File: src/rtl/esc_pkg.sv
package esc_pkg;
   localparam int BYTE_W = 8;

   typedef enum logic [2:0] {
      ST_OPC   = 3'd0,
      ST_MODRM = 3'd1,
      ST_DISP  = 3'd2,
      ST_RDREQ = 3'd3,
      ST_WAIT  = 3'd4
   } dec_state_e;

   typedef struct packed {
      logic       has_mem;
      logic [1:0] disp_len;
   } modrm_info_t;
endpackage

File: src/rtl/esc_opcode_class.sv
module esc_opcode_class #(
   parameter logic [7:0] ESC_MASK  = 8'hF8,
   parameter logic [7:0] ESC_MATCH = 8'hD8,
   parameter logic [7:0] WAIT_OPC  = 8'h9B
) (
   input  logic [7:0] opc,
   output logic       is_esc,
   output logic       is_wait
);
   if ((ESC_MATCH & ~ESC_MASK) != 8'h00) begin : g_bad_match
      $error("ESC_MATCH has bits outside ESC_MASK");
   end
   if ((WAIT_OPC & ESC_MASK) == ESC_MATCH) begin : g_bad_wait
      $error("WAIT_OPC overlaps the escape class");
   end

   always_comb begin
      is_esc  = ((opc & ESC_MASK) == ESC_MATCH);
      is_wait = (opc == WAIT_OPC);
   end
endmodule

File: src/rtl/esc_modrm_info.sv
module esc_modrm_info
   import esc_pkg::*;
#(
   parameter bit DIRECT_DISP = 1'b1
) (
   input  logic [7:0]  modrm,
   output modrm_info_t info
);
   logic [1:0] mode_f;
   logic [2:0] rm_f;
   logic       direct_hit;

   assign mode_f = modrm[7:6];
   assign rm_f   = modrm[2:0];

   if (DIRECT_DISP) begin : g_direct
      assign direct_hit = (mode_f == 2'b00) && (rm_f == 3'b110);
   end else begin : g_nodirect
      assign direct_hit = 1'b0;
   end

   always_comb begin
      info.has_mem = (mode_f != 2'b11);
      unique case (mode_f)
         2'b01:   info.disp_len = 2'd1;
         2'b10:   info.disp_len = 2'd2;
         2'b00:   info.disp_len = direct_hit ? 2'd2 : 2'd0;
         default: info.disp_len = 2'd0;
      endcase
   end
endmodule

File: src/rtl/esc_pass_stage.sv
module esc_pass_stage #(
   parameter int DATA_W = 8,
   parameter int STAGES = 1
) (
   input  logic              clk,
   input  logic              rst_n,
   input  logic              in_v,
   input  logic [DATA_W-1:0] in_d,
   output logic              out_v,
   output logic [DATA_W-1:0] out_d
);
   if (STAGES < 1) begin : g_bad_stages
      $error("STAGES must be at least 1");
   end

   logic              v_q [STAGES];
   logic [DATA_W-1:0] d_q [STAGES];

   for (genvar i = 0; i < STAGES; i++) begin : g_stage
      logic              v_in;
      logic [DATA_W-1:0] d_in;
      if (i == 0) begin : g_head
         assign v_in = in_v;
         assign d_in = in_d;
      end else begin : g_tail
         assign v_in = v_q[i-1];
         assign d_in = d_q[i-1];
      end
      always_ff @(posedge clk or negedge rst_n) begin
         if (!rst_n) begin
            v_q[i] <= 1'b0;
            d_q[i] <= '0;
         end else begin
            v_q[i] <= v_in;
            d_q[i] <= v_in ? d_in : '0;
         end
      end
   end

   assign out_v = v_q[STAGES-1];
   assign out_d = d_q[STAGES-1];
endmodule

File: src/rtl/esc_issue_decoder.sv
module esc_issue_decoder
   import esc_pkg::*;
#(
   parameter int         ADDR_W      = 20,
   parameter logic [7:0] ESC_MASK    = 8'hF8,
   parameter logic [7:0] ESC_MATCH   = 8'hD8,
   parameter logic [7:0] WAIT_OPC    = 8'h9B,
   parameter bit         DIRECT_DISP = 1'b1,
   parameter int         PASS_STAGES = 1
) (
   input  logic              clk,
   input  logic              rst_n,
   input  logic              in_valid,
   input  logic [7:0]        in_byte,
   output logic              in_ready,
   input  logic [ADDR_W-1:0] ea_addr,
   input  logic              cop_busy,
   output logic              rd_req,
   output logic [ADDR_W-1:0] rd_addr,
   input  logic              rd_gnt,
   output logic              esc_valid,
   output logic              esc_mem,
   output logic              pass_valid,
   output logic [7:0]        pass_byte
);
   if (ADDR_W < 1) begin : g_bad_addr
      $error("ADDR_W must be at least 1");
   end

   dec_state_e  state;
   logic [1:0]  disp_left;
   logic        esc_valid_q, esc_mem_q;
   logic        take, is_esc, is_wait, pass_in;
   modrm_info_t mi;

   esc_opcode_class #(
      .ESC_MASK (ESC_MASK),
      .ESC_MATCH(ESC_MATCH),
      .WAIT_OPC (WAIT_OPC)
   ) u_class (
      .opc    (in_byte),
      .is_esc (is_esc),
      .is_wait(is_wait)
   );

   esc_modrm_info #(.DIRECT_DISP(DIRECT_DISP)) u_modrm (
      .modrm(in_byte),
      .info (mi)
   );

   assign in_ready = (state == ST_OPC) || (state == ST_MODRM) || (state == ST_DISP);
   assign take     = in_valid && in_ready;
   assign pass_in  = take && (state == ST_OPC) && !is_esc && !is_wait;

   esc_pass_stage #(.DATA_W(BYTE_W), .STAGES(PASS_STAGES)) u_pass (
      .clk  (clk),
      .rst_n(rst_n),
      .in_v (pass_in),
      .in_d (in_byte),
      .out_v(pass_valid),
      .out_d(pass_byte)
   );

   always_ff @(posedge clk or negedge rst_n) begin
      if (!rst_n) begin
         state       <= ST_OPC;
         disp_left   <= 2'd0;
         esc_valid_q <= 1'b0;
         esc_mem_q   <= 1'b0;
      end else begin
         esc_valid_q <= 1'b0;
         esc_mem_q   <= 1'b0;
         unique case (state)
            ST_OPC: begin
               if (take && is_esc)       state <= ST_MODRM;
               else if (take && is_wait) state <= ST_WAIT;
            end
            ST_MODRM: begin
               if (take) begin
                  esc_valid_q <= 1'b1;
                  esc_mem_q   <= mi.has_mem;
                  if (!mi.has_mem) begin
                     state <= ST_OPC;
                  end else if (mi.disp_len != 2'd0) begin
                     disp_left <= mi.disp_len;
                     state     <= ST_DISP;
                  end else begin
                     state <= ST_RDREQ;
                  end
               end
            end
            ST_DISP: begin
               if (take) begin
                  disp_left <= disp_left - 2'd1;
                  if (disp_left == 2'd1) state <= ST_RDREQ;
               end
            end
            ST_RDREQ: if (rd_gnt)    state <= ST_OPC;
            ST_WAIT:  if (!cop_busy) state <= ST_OPC;
            default:  state <= ST_OPC;
         endcase
      end
   end

   assign rd_req    = (state == ST_RDREQ);
   assign rd_addr   = rd_req ? ea_addr : '0;
   assign esc_valid = esc_valid_q;
   assign esc_mem   = esc_mem_q;
endmodule

File: config.mk
export PLATFORM = sky130hd
export DESIGN_NAME = esc_issue_decoder
export DESIGN_NICKNAME = d
export VERILOG_FILES = /design/src/rtl/esc_pkg.sv /design/src/rtl/esc_opcode_class.sv /design/src/rtl/esc_modrm_info.sv /design/src/rtl/esc_pass_stage.sv /design/src/rtl/esc_issue_decoder.sv
export SDC_FILE = /design/constraint.sdc
export NUM_CORES = 1
export LEC_CHECK = 0
export BUFFER_PORTS_ARGS = -buffer_cell sky130_fd_sc_hd__buf_2
export CORE_MARGIN = 2
export CORE_UTILIZATION = 43
export DETAILED_ROUTE_END_ITERATION = 10
export PLACE_DENSITY = 0.81
export SKIP_LAST_GASP = 1
export SLEW_MARGIN = 20
export SYNTH_ARGS = -nofsm -noshare
export SYNTH_HDL_FRONTEND = slang
export SYNTH_SLANG_ARGS = --single-unit
File: constraint.sdc
create_clock -name clk -period 3.7 [get_ports clk]
set_input_delay 0 -clock clk [delete_from_list [all_inputs] [get_ports clk]]
set_output_delay 0 -clock clk [all_outputs]
set_load 0.005 [all_outputs]
-- Word level (Yosys, flattened, before mapping)
Cells that the tools add are included.
- register bits after elaboration: 16
- bits of input ports: 33
- output and inout bits: 33
- word-level logic and storage cells: 66
- reduce and logical (&&, ||, !) cells: 17
- equal/unequal tests: 19
- add/sub/neg operators: 1
- mux-type cells: 23
- operators with widths (operator ; number):
    2-to-1 mux 3 bit ; 7
    2-to-1 mux 20 bit ; 1
    case mux 3 bit (5 select lines) ; 1
    2-to-1 mux 2 bit ; 6
    != test 2 bit, second input constant ; 5
    == test 8 bit, second input constant ; 1
    2-to-1 mux 8 bit ; 1
    logical AND 1 bit ; 7
    == test 3 x 2 -> 1 bit, second input constant ; 2
    == test 3 bit, second input constant ; 2
    != test 2 x 1 -> 1 bit, second input constant ; 3
    case mux 2 bit (3 select lines) ; 1
    AND reduction 6 bit ; 1
    == test 5 bit, second input constant ; 1
    2-to-1 mux 1 bit ; 5
    AND reduction 5 bit ; 1
    == test 2 x 1 -> 1 bit, second input constant ; 2
    case mux 2 bit (2 select lines) ; 1
    nonzero test 2 bit ; 2
    == test 3 x 1 -> 1 bit, second input constant ; 1
    logical NOT 3 bit ; 1
    != test 3 x 1 -> 1 bit, second input constant ; 1
    == test 2 bit, second input constant ; 1
    logical NOT 1 bit ; 2
    3 further kinds ; 4

-- Longest topological paths before layout
Gate-level depths: netlist of run 1.
- depth in word-level cells: 9
- depth in mapped cells: 6
- gate-level depth less buffers: 6

-- By module
A second synthesis of run 1 with hierarchy kept.
- cells, all modules: 102
- area, all modules: 928.4 sq um
- modules (own cells, without submodules) (module ; instances ; seq. area each (sq um) ; cells an instance ; area an instance (sq um)):
    esc_issue_decoder ; 1 ; 175.2 ; 75 ; 579.3
    esc_pass_stage ; 1 ; 225.2 ; 17 ; 275.3
    esc_opcode_class ; 1 ; 0.0 ; 5 ; 47.5
    esc_modrm_info ; 1 ; 0.0 ; 5 ; 26.3

-- Least setup slack after synthesis of run 1
OpenSTA, ideal clock, no wires.
- path kind: register -> register
- from: register state[2]
- to: register disp_left[0]
- arrival: 1.246 ns
- setup time: 0.128 ns
- required time: 3.572 ns
- cell stages (with the launch flop): 5
- clock period less this slack: 1.374 ns
- setup slack: 2.326 ns
- path buffers: 0
- cells stage by stage: dfrtp_1 -> nand2b_4 -> a211oi_4 -> a21oi_2 -> mux2_1
- longest elaborated chain between the ends: 6
- elaborated cells on any way between the ends: 13
- those cells by class: eq/ne: 6; mux: 1; reduce/logical: 6
- RTL lines (what ; line ; text):
    from (decl) ; esc_issue_decoder.sv:30 ; dec_state_e state;
    from (signal assigned) ; esc_issue_decoder.sv:66 ; state <= ST_OPC;
    from (signal assigned) ; esc_issue_decoder.sv:75 ; if (take && is_esc) state <= ST_MODRM;
    from (signal assigned) ; esc_issue_decoder.sv:76 ; else if (take && is_wait) state <= ST_WAIT;
    == test 3 x 1 -> 1 bit or logical NOT 3 bit (tied branches) ; esc_issue_decoder.sv:51, esc_issue_decoder.sv:73 ;
    logical OR 1 bit (2 in a row) ; esc_issue_decoder.sv:51 ; assign in_ready = (state == ST_OPC) || (state == ST_MODRM) || (state == ST_DISP);
    logical AND 1 bit ; esc_issue_decoder.sv:52 ; assign take = in_valid && in_ready;
    != test 2 bit (no source line) ; -- ;
    AND reduction 5 bit (no source line) ; -- ;
    to (signal assigned) ; esc_issue_decoder.sv:85 ; disp_left <= mi.disp_len;
    to (signal assigned) ; esc_issue_decoder.sv:94 ; disp_left <= disp_left - 2'd1;
    to (decl) ; esc_issue_decoder.sv:31 ; logic [1:0] disp_left;
Parallel ways exist; a longest one is shown, timed or not.
A chain may end at the register's enable or synchronous reset.

-- Final worst setup path of run 1
- from: register state[0]
- to: register esc_mem_q, in the netlist esc_mem
- longest elaborated chain between the ends: 6
- elaborated cells on any way between the ends: 8
- those cells by class: eq/ne: 2; mux: 2; reduce/logical: 4
- RTL lines (what ; line ; text):
    == test 3 x 1 -> 1 bit or logical NOT 3 bit (tied branches) ; esc_issue_decoder.sv:51, esc_issue_decoder.sv:73 ;
    logical OR 1 bit (2 in a row) ; esc_issue_decoder.sv:51 ;
    logical AND 1 bit ; esc_issue_decoder.sv:52 ;
    2-to-1 mux 1 bit ; esc_issue_decoder.sv:79 ; if (take) begin
    2-to-1 mux 1 bit * ; esc_issue_decoder.sv:73 ; unique case (state)
    to (signal assigned) ; esc_issue_decoder.sv:81 ; esc_mem_q <= mi.has_mem;
    to (decl) ; esc_issue_decoder.sv:32 ; logic esc_valid_q, esc_mem_q;
Mark *: on every way between the ends. The rest lies on a longest branch, timed or not.

==> results of run 1 <==
==> synthesized netlist by cell type (all sizes together) (2+ instances only) <==
| cell type | n |
|---|---|
| nand2 | 4 |
| mux2 | 2 |
| o31ai | 2 |
| nor4 | 2 |
| a21oi | 3 |
| clkbuf | 4 |
| nand2b | 3 |
| nor2 | 2 |
| dfrtp | 16 |
| buf | 2 |
| nor3b | 3 |
| and3 | 20 |
| and2 | 9 |
| inv | 3 |
| a311o | 2 |
| a211oi | 2 |
==> routing by layer <==
metal	routed length, µm	vias up	GRT usage (%)
met1	1040	464	23.8
met4	29	0	7.21
met5	0	-	0
li1	-	479	-
met3	101	4	6.14
met2	1360	23	34.0
==> power groups by stage <==
stage          sequential [W]  combinational, W  clock, W
2_1_floorplan        0.000242          0.000213         0
3_3_place_gp         0.000268          0.000253         0
3_5_place_dp         0.000274          0.000265         0
4_1_cts              0.000271          0.000274  0.000119
5_1_grt              0.000281          0.000307  0.000127
6_report             0.000272          0.000276  0.000116
==> cell type report <==
type	count	share of cell area, %
Sequential cell	16	28.5
Tap cell	28	2.50
Clock buffer	4	2.59
Inverter	3	0.803
Timing Repair Buffer	74	29.6
Multi-Input combinational cell	67	35.9
==> metrics by stage <==
step | utilization, % | hold WS (ps)
floorplan | - | -296
detailed placement | 59.4 | -68.0
global route | 65.3 | 27.5
CTS | 65.3 | 21.5
finish | 65.3 | 31.4
global placement | 59.4 | -79.3
==> path summary, 6_finish.rpt <==
check                                              start                         to  slack, ps  depth (start not counted)
worst min register to register  disp_left[1]$_DFFE_PN0P_   disp_left[1]$_DFFE_PN0P_        530                          1
worst max-delay path                state[0]$_DFFE_PN0P_          esc_mem$_DFF_PN0_       1720                          3
worst max register to register      state[0]$_DFFE_PN0P_          esc_mem$_DFF_PN0_       1720                          3
max in group asynchronous                          rst_n          esc_mem$_DFF_PN0_       3300                          2
min in group asynchronous                          rst_n  u_pass.out_d[1]$_DFF_PN0_        140                          2
worst min-delay path                              rd_gnt       state[1]$_DFFE_PN0P_         30                          3
==> logic make-up after synthesis <==
kind of cell	after synthesis	synth area share [%]
and+or+nand+nor	49	35.7
buffers and inverters	9	4.74
AOI/OAI and AO/OA	15	13.7
adders and majority gates	1	1.32
DFF	16	42.2
muxes	2	2.37
==> what timing repair did <==
item,CTS,global route
gates resized for setup,0,0
hold buffers,9,0
endpoints found under the hold margin,23,0
==> registers in the layout, summed over array words and instances, names as in the netlist <==
signal        count
esc_mem           1
u_pass.out_d      8
esc_valid         1
u_pass.out_v      1
state             3
disp_left         2
==> worst register-to-register path, stage by stage, from the launching register on <==
cell,delay (ps)
dfrtp_1,930
nand2b_2,180
a211oi_4,240
dlygate4sd3_1,580
==> impl_results.md, run 1 <==
- Comb pwr share: 41.6%
- Design area: 1400 µm²
- Mapped Area: 950 µm²
- Slew headroom: 41.6%
- Fin. Hold Viols: 0
- Synth area leaders: dfrtp_1 42%, and3_1 13%, and2_1 5.9%
- Die Area: 2600 µm²
- Final count of negative-setup-slack endpoints: 0
- Starting Density: 44.2%
- Post-synth top area share: 42.2%
- Ant. Diodes: 0
- Peak supply drop: 306 µV
- Clock network power share: 17.4%
- I/O pin count: 66
- Final Power: 0.000664 W
- Via count: 970
- Most frequent cells in the layout: 65 x buf_2, 20 x and3_1, 16 x dfrtp_1
- Layout cells sized above 1: 47.6%
- Post-Syn Nets: 126
- Vias in the first global route: 911
- Worst Tran Pin Value: 875 ps
- # DRC: 0
- Seq/Total Area, Yosys: 42.2%
- Cts bufs inserted: 3
- Synth warn: 0
- Area occupied by multi-input gates: 504 µm²
- Detail Route Antenna Nets: 0
- Clock Path Buffers: 2
- Final Critical Period: 1980 ps
- Filler Cells Inserted: 200
- Placed Area: 1280 µm²
- Main synth FF type: dfrtp_1
- CP delay by family, top: flip-flops
- Post-synth ARST share: 100%
- Worst Clk Skew: 5.52 ps
- Setup Buffers After CTS: 0
- Worst setup SP type: flip-flop
- Distinct cell type count after synthesis: 36
- Max FO, Critical Path: 34
- Largest net degree at the start of global routing: 35
- Nets@finish: 199
- Synth-to-Final Area Change: 47.7%
- Pwr dens: 473 nW/µm²
- Worst-skew pair later-pin latency: 290 ps
- Post-synthesis cell count: 92
- CORE AREA: 2150 µm²
- CTS clk-pin slew, worst paths: 90 ps
- Register Area: 400 µm²
- Leak: 0.838 nW
- Post-Place Worst Slack: 1860 ps
- Initial DRC count: 13
- Switching Share: 36.4%
- Max-slew violation count: 0
- Detailed placer's ending HPWL: 1850 µm
- Crit path max-delay cell type: dfrtp_1
- P_sw: 0.000242 W
- Worst hold path class: primary input to flip-flop
- GRT overflow: 0
- Worst EP arrival: 2210 ps
- CTS tree: yes
- Gp weighted congestion: 0.776
- Via density: 5.05
- WL/cell: 13.2 µm
- DR pass1 iterations: 4
- Most common cell after layout, fill and taps aside: buf_2
- Syn avg cell area: 10.3 µm²
- Tcrit/Tclk final: 53.4%
- #FFs+latches synth: 16
- Finished Layout Cells: 192
- CP Class: flip-flop to flip-flop
- First-pass GRT wire length: 3980 µm
- Internal: 0.000422 W
- Setup_tns: 0 ps
- Cells after DPL: 179
- Port Buffers: 65
- Die H: 51.0 µm
- H-tree Lvls: 1
- Sequential power share: 41.0%
- Unrepaired setup endpoints after global routing: false
- Final Worst Setup Slack: 1720 ps
- Detailed Route WL: 2540 µm
- WP data required: 3930 ps
- All-layer global routing usage: 20.1%
- Top cell type by total area after synthesis: dfrtp_1
- Critical path capture point type: flip-flop
- Root Buffer: clkbuf_4
- Site Rows: 17
- Initial antenna violation count: 0
- CTS Sinks: 16
- Max incr delay on CP: 930 ps
- Max_cap viols: 0
- CP Buf/Inv Count: 1
- Peak Freq: 506 MHz
- Die X: 51.0 µm
- Critical path, cell by cell: nand2b_2, a211oi_4, dlygate4sd3_1
- Outcome: completed
- EDFF count, synth: 0
No activity file was read; power rests on OpenSTA's default activity.
==> inputs of run 2 (changes only) <==
ABC_AREA = 1   (was not set)
CORE_UTILIZATION = 37   (was 43)
PLACE_DENSITY = 0.73   (was 0.81)
clock period = 1.67 ns   (was 3.7 ns; I/O delays follow)
==> run 2 against run 1 <==
Effect of this change: wire length is 4.3% higher; cell count is 36% higher; flip-flop and latch count stayed put; area after synthesis is 4.3% higher; global-route usage is 3.1 points lower; clock-buffer cell count is 1 lower; non-clock buffer count is 2 higher; worst hold slack hardly changed; highest routed layer unchanged.
==> impl_results.md, run 2 <==
- Detailed Route WL: 2650 µm (+4.3%)
- Top cells by count, synth: 40 x inv_1, 34 x nor2_1, 28 x nand2_1, 16 x dfrtp_1, 11 x nand3_1
- Die H: 55.8 µm (+9.3%)
- Max-slew violation count: 0 (unchanged)
- CTS tree: yes
- Flop2flop setup slack: 250 ps (-1470 ps)
- Vias in the first global route: 1002 (+10%)
- Comb pwr share: 39.2% (-2.4 points)
- Critical path capture point type: primary output
- P_sw: 0.000436 W (+80%)
- Via count: 1144 (+18%)
- All-layer global routing usage: 16.9% (-3.1 points)
- Most numerous cell in the Yosys netlist: inv_1
- Met3 routed wirelength: 185 µm (+83%)
- Leak: 0.989 nW (+18%)
- Root Buffer: clkbuf_4
- Die Area: 3110 µm² (+20%)
- Final count of negative-setup-slack endpoints: 0 (unchanged)
- DR pass1 iterations: 4 (unchanged)
- H-tree Lvls: 1 (unchanged)
- Synth-to-Final Area Change: 52.1%
- Post-Syn Nets: 185 (+47%)
- Gp weighted congestion: 0.836 (+7.7%)
- Most common cell after layout, fill and taps aside: buf_2
- Worst Clk Skew: 4.47 ps (-1.05 ps)
- Post-synth ARST share: 100% (unchanged)
- First-pass GRT wire length: 4210 µm (+5.7%)
- Ant. Diodes: 0 (unchanged)
- Peak supply drop: 653 µV (+110%)
- Post-synthesis cell count: 151 (+64%)
- WL/cell: 10.1 µm (-23%)
- CP delay by family, top: buffers and inverters
- Most frequent cells in the layout: 65 x buf_2, 39 x inv_1, 34 x nor2_1
- Sequential power share: 44.3% (+3.3 points)
- Detail Route Antenna Nets: 0 (unchanged)
- # DRC: 0 (unchanged)
- Tcrit/Tclk final: 90.4%
- Max FO, Critical Path: 6 (-82%)
- Peak Freq: 663 MHz
- CTS Sinks: 16 (unchanged)
- Fin. Hold Viols: 0 (unchanged)
- CP Buf/Inv Count: 3 (+2)
- Met2 WL post-DR: 1330 µm (-2.4%)
- CP Class: flip-flop to primary output
- Top cell type by total area after synthesis: dfrtp_1
- Via density: 4.38 (-13%)
- Clock network power share: 16.5% (-0.9 points)
- Worst EP arrival: 1510 ps (-700 ps)
- Port Buffers: 65 (unchanged)
- Worst-skew pair later-pin latency: 280 ps (about the same)
- Internal: 0.000749 W (+78%)
- Mapped Area: 991 µm² (+4.3%)
- Layout cells sized above 1: 36.8% (-11 points)
- Worst hold path class: primary input to flip-flop
- Crit path max-delay cell type: dfrtp_2
- Synth warn: 0 (unchanged)
- Syn avg cell area: 6.56 µm² (-36%)
- Final Critical Period: 1510 ps
- Outcome: completed
- Slew headroom: 76.6% (+35 points)
- WP data required: 1670 ps (-2260 ps)
- Distinct cell type count after synthesis: 19 (-47%)
- Synth area leaders: dfrtp_1 40%, inv_1 15%, nor2_1 13%
- Post-synth top area share: 40.4% (-1.8 points)
- Seq/Total Area, Yosys: 40.4% (-1.8 points)
- Nets@finish: 267 (+34%)
- CORE AREA: 2500 µm² (+16%)
- Initial DRC count: 64 (+51)
- Main synth FF type: dfrtp_1
- Critical path, cell by cell: nand2_1, nor2_4, buf_4, clkinvlp_4, nor2_1, buf_2
- Wl on met1: 1110 µm (+6.0%)
- Site Rows: 18 (+1)
- Max incr delay on CP: 420 ps (-510 ps)
- Unrepaired setup endpoints after global routing: false
- EDFF count, synth: 0 (unchanged)
- Setup_tns: 0 ps (unchanged)
- Initial antenna violation count: 0 (unchanged)
- CTS clk-pin slew, worst paths: 90 ps (about the same)
- Clock Path Buffers: 2 (unchanged)
- Die X: 55.8 µm (+9.3%)
- Worst Tran Pin Value: 351 ps (-525 ps)
- GRT overflow: 0 (unchanged)
- #FFs+latches synth: 16 (unchanged)
- Placed Area: 1350 µm² (+5.5%)
- Top sig layer: met4
- Worst setup SP type: flip-flop
- Starting Density: 39.6% (-4.6 points)
- Design area: 1510 µm² (+7.5%)
- Largest net degree at the start of global routing: 21 (-40%)
- Max_cap viols: 0 (unchanged)
- Detailed placer's ending HPWL: 1940 µm (+4.8%)
- I/O pin count: 66 (unchanged)
- Pwr dens: 786 nW/µm² (+66%)
- Switching Share: 36.8% (+0.33 points)
- Max reg flops: 8 (unchanged)
- Cts bufs inserted: 3 (unchanged)
[run 2: cell count changes in the layout (fill, tap and decap cells not counted), sizes merged, moves of 3 or more]
cell,before,now
inv,3,40
nor2,2,37
nand2,4,29
and3,20,0
nand3,0,12
and2,9,0
clkinvlp,0,4
o21ai,0,4
nand2b,3,0
nand4,0,3
nor3,1,4
nor3b,3,0
[run 2: cell families after synthesis]
| kind of cell | synth area share [%] |
|---|---|
| adders and majority gates | 1.26 |
| buffers and inverters | 16.3 |
| AOI/OAI and AO/OA | 3.28 |
| DFF | 40.4 |
| and+or+nand+nor | 38.8 |
[run 2: worst min-delay path: cells and delay by family]
family	cells	cell delay, ps
buffers and inverters	2	200
and+or+nand+nor	1	70
[run 2: final cells by class]
cell class | instances | area, µm²
sequential | 16 | 403
timing repair inverter | 3 | 22.5
multi-input combinational | 92 | 434
fill | 235 | 992
inverter | 41 | 158
tap | 30 | 37.5
clock buffer | 3 | 22.5
timing repair buffer | 76 | 430
[run 2: per-layer routing]
layer / vias to the layer above / GRT usage (%)
met4: 0 / 5.92
met2: 49 / 29.8
met1: 489 / 20.0
li1: 603 / -
met3: 3 / 3.95
met5: - / 0
[run 2: power groups by stage]
stage	Sequential [W]	Combinational, W	Clock (W)
after floorplan	0.000528	0.000290	0
after global placement	0.000527	0.000444	0
after detailed placement	0.000528	0.000444	0
after CTS	0.000520	0.000463	0.000201
after global routing	0.000538	0.000531	0.000227
final	0.000525	0.000464	0.000196
[run 2: repair_timing]
| action | in CTS | in global routing |
|---|---|---|
| endpoints found under the setup margin | 0 | 20 |
| hold endpoints to repair | 24 | 0 |
| resized for setup | 0 | 7 |
| setup buffers | 0 | 2 |
| hold buffers | 9 | 0 |
[run 2: worst paths after layout]
check / startpoint / endpoint / depth (start not counted)
worst max-delay path: state[0]$_DFFE_PN0P_ / rd_addr[15] / 6
worst min-delay path: in_byte[7] / u_pass.out_d[7]$_DFF_PN0_ / 3
worst max register to register: state[2]$_DFFE_PN0P_ / u_pass.out_d[7]$_DFF_PN0_ / 5
worst min register to register: disp_left[1]$_DFFE_PN0P_ / disp_left[1]$_DFFE_PN0P_ / 2
max in group asynchronous: rst_n / state[1]$_DFFE_PN0P_ / 2
min in group asynchronous: rst_n / u_pass.out_d[5]$_DFF_PN0_ / 2
[run 2: metrics by stage]
stage                     util (%)  std cells  hold slack [ps]  power [W]  setup slack, ps
after floorplan                  -        151             -296   0.000818              475
after global placement        53.9        244            -73.4   0.000971              342
after detailed placement      53.9        244            -75.3   0.000971              325
after CTS                     58.4        256             16.0    0.00119             62.3
after global routing          60.3        261             45.9    0.00130             53.1
final                         60.3        261             31.4    0.00119              161
==> inputs of run 3 (changes only) <==
CELL_PAD_IN_SITES_DETAIL_PLACEMENT = 1   (was not set)
CELL_PAD_IN_SITES_GLOBAL_PLACEMENT = 1   (was not set)
CORE_UTILIZATION = 24   (was 37)
==> run 3 against run 2 <==
Effect of this change: non-clock buffer count fell by 3; utilization decreased by 23 points; design area is 0.25% lower; setup slack improved by 37 ps; register-to-register slack hardly changed; maximum frequency is 2.5% higher; sequential share of layout area down 0.10 points; highest routed layer unchanged.
==> impl_results.md, run 3 (synthesis results as in run 2) <==
- Max-slew violation count: 0 (unchanged)
- Most frequent cells in the layout: 65 x buf_2, 40 x inv_1, 34 x nor2_1
- Max reg flops: 8 (unchanged)
- WL/cell: 11.2 µm (+11%)
- Die Area: 4660 µm² (+50%)
- Leak: 0.992 nW (+0.37%)
- Worst-skew pair later-pin latency: 260 ps (-20 ps)
- CTS Sinks: 16 (unchanged)
- Detailed Route WL: 3090 µm (+17%)
- CTS tree: yes
- Largest net degree at the start of global routing: 21 (unchanged)
- Ant. Diodes: 0 (unchanged)
- Final Critical Period: 1470 ps (-37.3 ps)
- Peak Freq: 680 MHz (+2.5%)
- Worst R2R End: u_pass.out_d[4]$_DFF_PN0_
- Placed Area: 1380 µm² (+2.4%)
- Fin. Hold Viols: 0 (unchanged)
- GR Layer Usage met1: 18.1% (-1.9 points)
- Worst Tran Pin Value: 379 ps (+27.9 ps)
- GRT overflow: 0 (unchanged)
- Most common cell after layout, fill and taps aside: buf_2
- Vias in the first global route: 984 (-1.8%)
- Design area: 1500 µm² (-0.25%)
- GR Util met2: 20.8% (-9.0 points)
- Die H: 68.3 µm (+22%)
- Cells after DPL: 265 (+8.6%)
- Max_cap viols: 0 (unchanged)
- Pwr dens: 903 nW/µm² (+15%)
- Hold Path Sink: state[2]$_DFFE_PN0P_
- Clock Path Buffers: 2 (unchanged)
- WP data required: 1670 ps (about the same)
- Gp weighted congestion: 0.783 (-6.4%)
- CP Class: flip-flop to primary output
- Max FO, Critical Path: 20 (+14)
- I/O pin count: 66 (unchanged)
- H-tree Lvls: 1 (unchanged)
- Setup_tns: 0 ps (unchanged)
- DR pass1 iterations: 4 (unchanged)
- All-layer global routing usage: 13.5% (-3.4 points)
- Detailed placer's ending HPWL: 2520 µm (+30%)
- Worst r2r src: state[2]$_DFFE_PN0P_
- Root Buffer: clkbuf_8
- Worst Hold Depth: 3 (unchanged)
- Initial antenna violation count: 0 (unchanged)
- Critical path capture point type: primary output
- Hold Crit Start: cop_busy
- Final count of negative-setup-slack endpoints: 0 (unchanged)
- Worst hold path class: primary input to flip-flop
- Finished Layout Cells: 276 (+5.7%)
- Layout cells sized above 1: 35.0% (-1.8 points)
- Worst hold margin: 24.3 ps (-7.11 ps)
- Via count: 1111 (-2.9%)
- Synth-to-Final Area Change: 51.8%
- Reg2reg path depth: 5 (unchanged)
- Starting Density: 24.8% (-15 points)
- CTS clk-pin slew, worst paths: 70 ps (-20 ps)
- Die X: 68.3 µm (+22%)
- Flop2flop setup slack: 250 ps (about the same)
- Port Buffers: 65 (unchanged)
- Peak supply drop: 623 µV (-4.6%)
- Slew headroom: 74.8% (-1.9 points)
- Worst EP arrival: 1470 ps (-40 ps)
- First-pass GRT wire length: 4620 µm (+9.7%)
- Unrepaired setup endpoints after global routing: false
- Tcrit/Tclk final: 88.1% (-2.2 points)
- Cts bufs inserted: 3 (unchanged)
- # DRC: 0 (unchanged)
- CORE AREA: 4000 µm² (+60%)
- Worst setup SP type: flip-flop
- Initial DRC count: 40 (-38%)
- Outcome: completed
- Nets@finish: 261 (-2.2%)
- Global routing's busiest layer: met2
- Site Rows: 23 (+5)
- Via density: 4.03 (-8.2%)
- Worst Clk Skew: 3.32 ps (-1.15 ps)
- M3 GR Usage: 2.47% (-1.5 points)
- Final core occ: 37.6% (-23 points)
- Detail Route Antenna Nets: 0 (unchanged)
run 3: cell count changes in the layout (fill, tap and decap cells not counted), sizes merged:
cell	before	now
buf	67	66
clkbuf	3	4
clkinvlp	4	0
dlygate4sd3	9	7
inv	40	41
run 3: repair_timing:
item | 4_1_cts | 5_1_grt
hold buffers | 7 | 0
setup buffers | 0 | 0
endpoints found under the hold margin | 22 | 0
gates resized for setup | 0 | 0
endpoints found under the setup margin | 0 | 0
run 3: worst max-delay path by stage:
stage / slack [ps] / from / endpoint
global route: 2 / state[1]$_DFFE_PN0P_ / rd_addr[16]
global placement: 310 / state[1]$_DFFE_PN0P_ / state[0]$_DFFE_PN0P_
floorplan: 470 / state[2]$_DFFE_PN0P_ / state[0]$_DFFE_PN0P_
CTS: 190 / state[1]$_DFFE_PN0P_ / rd_addr[6]
detailed placement: 250 / state[2]$_DFFE_PN0P_ / u_pass.out_d[4]$_DFF_PN0_
finish: 200 / state[1]$_DFFE_PN0P_ / rd_addr[6]
run 3: area by class of cell:
type | count | area [µm²]
clock buffer | 4 | 55.1
fill | 538 | 2500
inverter | 41 | 154
multi-input combinational | 92 | 429
sequential | 16 | 400
tap | 50 | 62.6
timing repair buffer | 73 | 403
run 3: worst max-delay path, stage by stage (launching register included):
cell and delay, ps:
dfrtp_1 440, nand2_1 130, nor2_2 150, inv_1 50, buf_4 190, nor2_1 110, buf_2 130
run 3: routing by layer:
layer  routed length (µm)  share of wire, %
met4                   59               1.9
met2                 1600                52
met3                   65               2.1
met1                 1370                44
met5                    0                 0
run 3: power by group:
part / switching, W / internal [W]
combinational: 0.000286 / 0.000193
sequential: 0.0000521 / 0.000468
clock: 0.000150 / 0.000210
total: 0.000487 / 0.000871
run 3: stage by stage:
stage	worst slack, ps	total power, W
6_report	198	0.00136
5_1_grt	2.26	0.00148
4_1_cts	190	0.00139
3_5_place_dp	249	0.00100
3_3_place_gp	315	0.000986
2_1_floorplan	475	0.000818
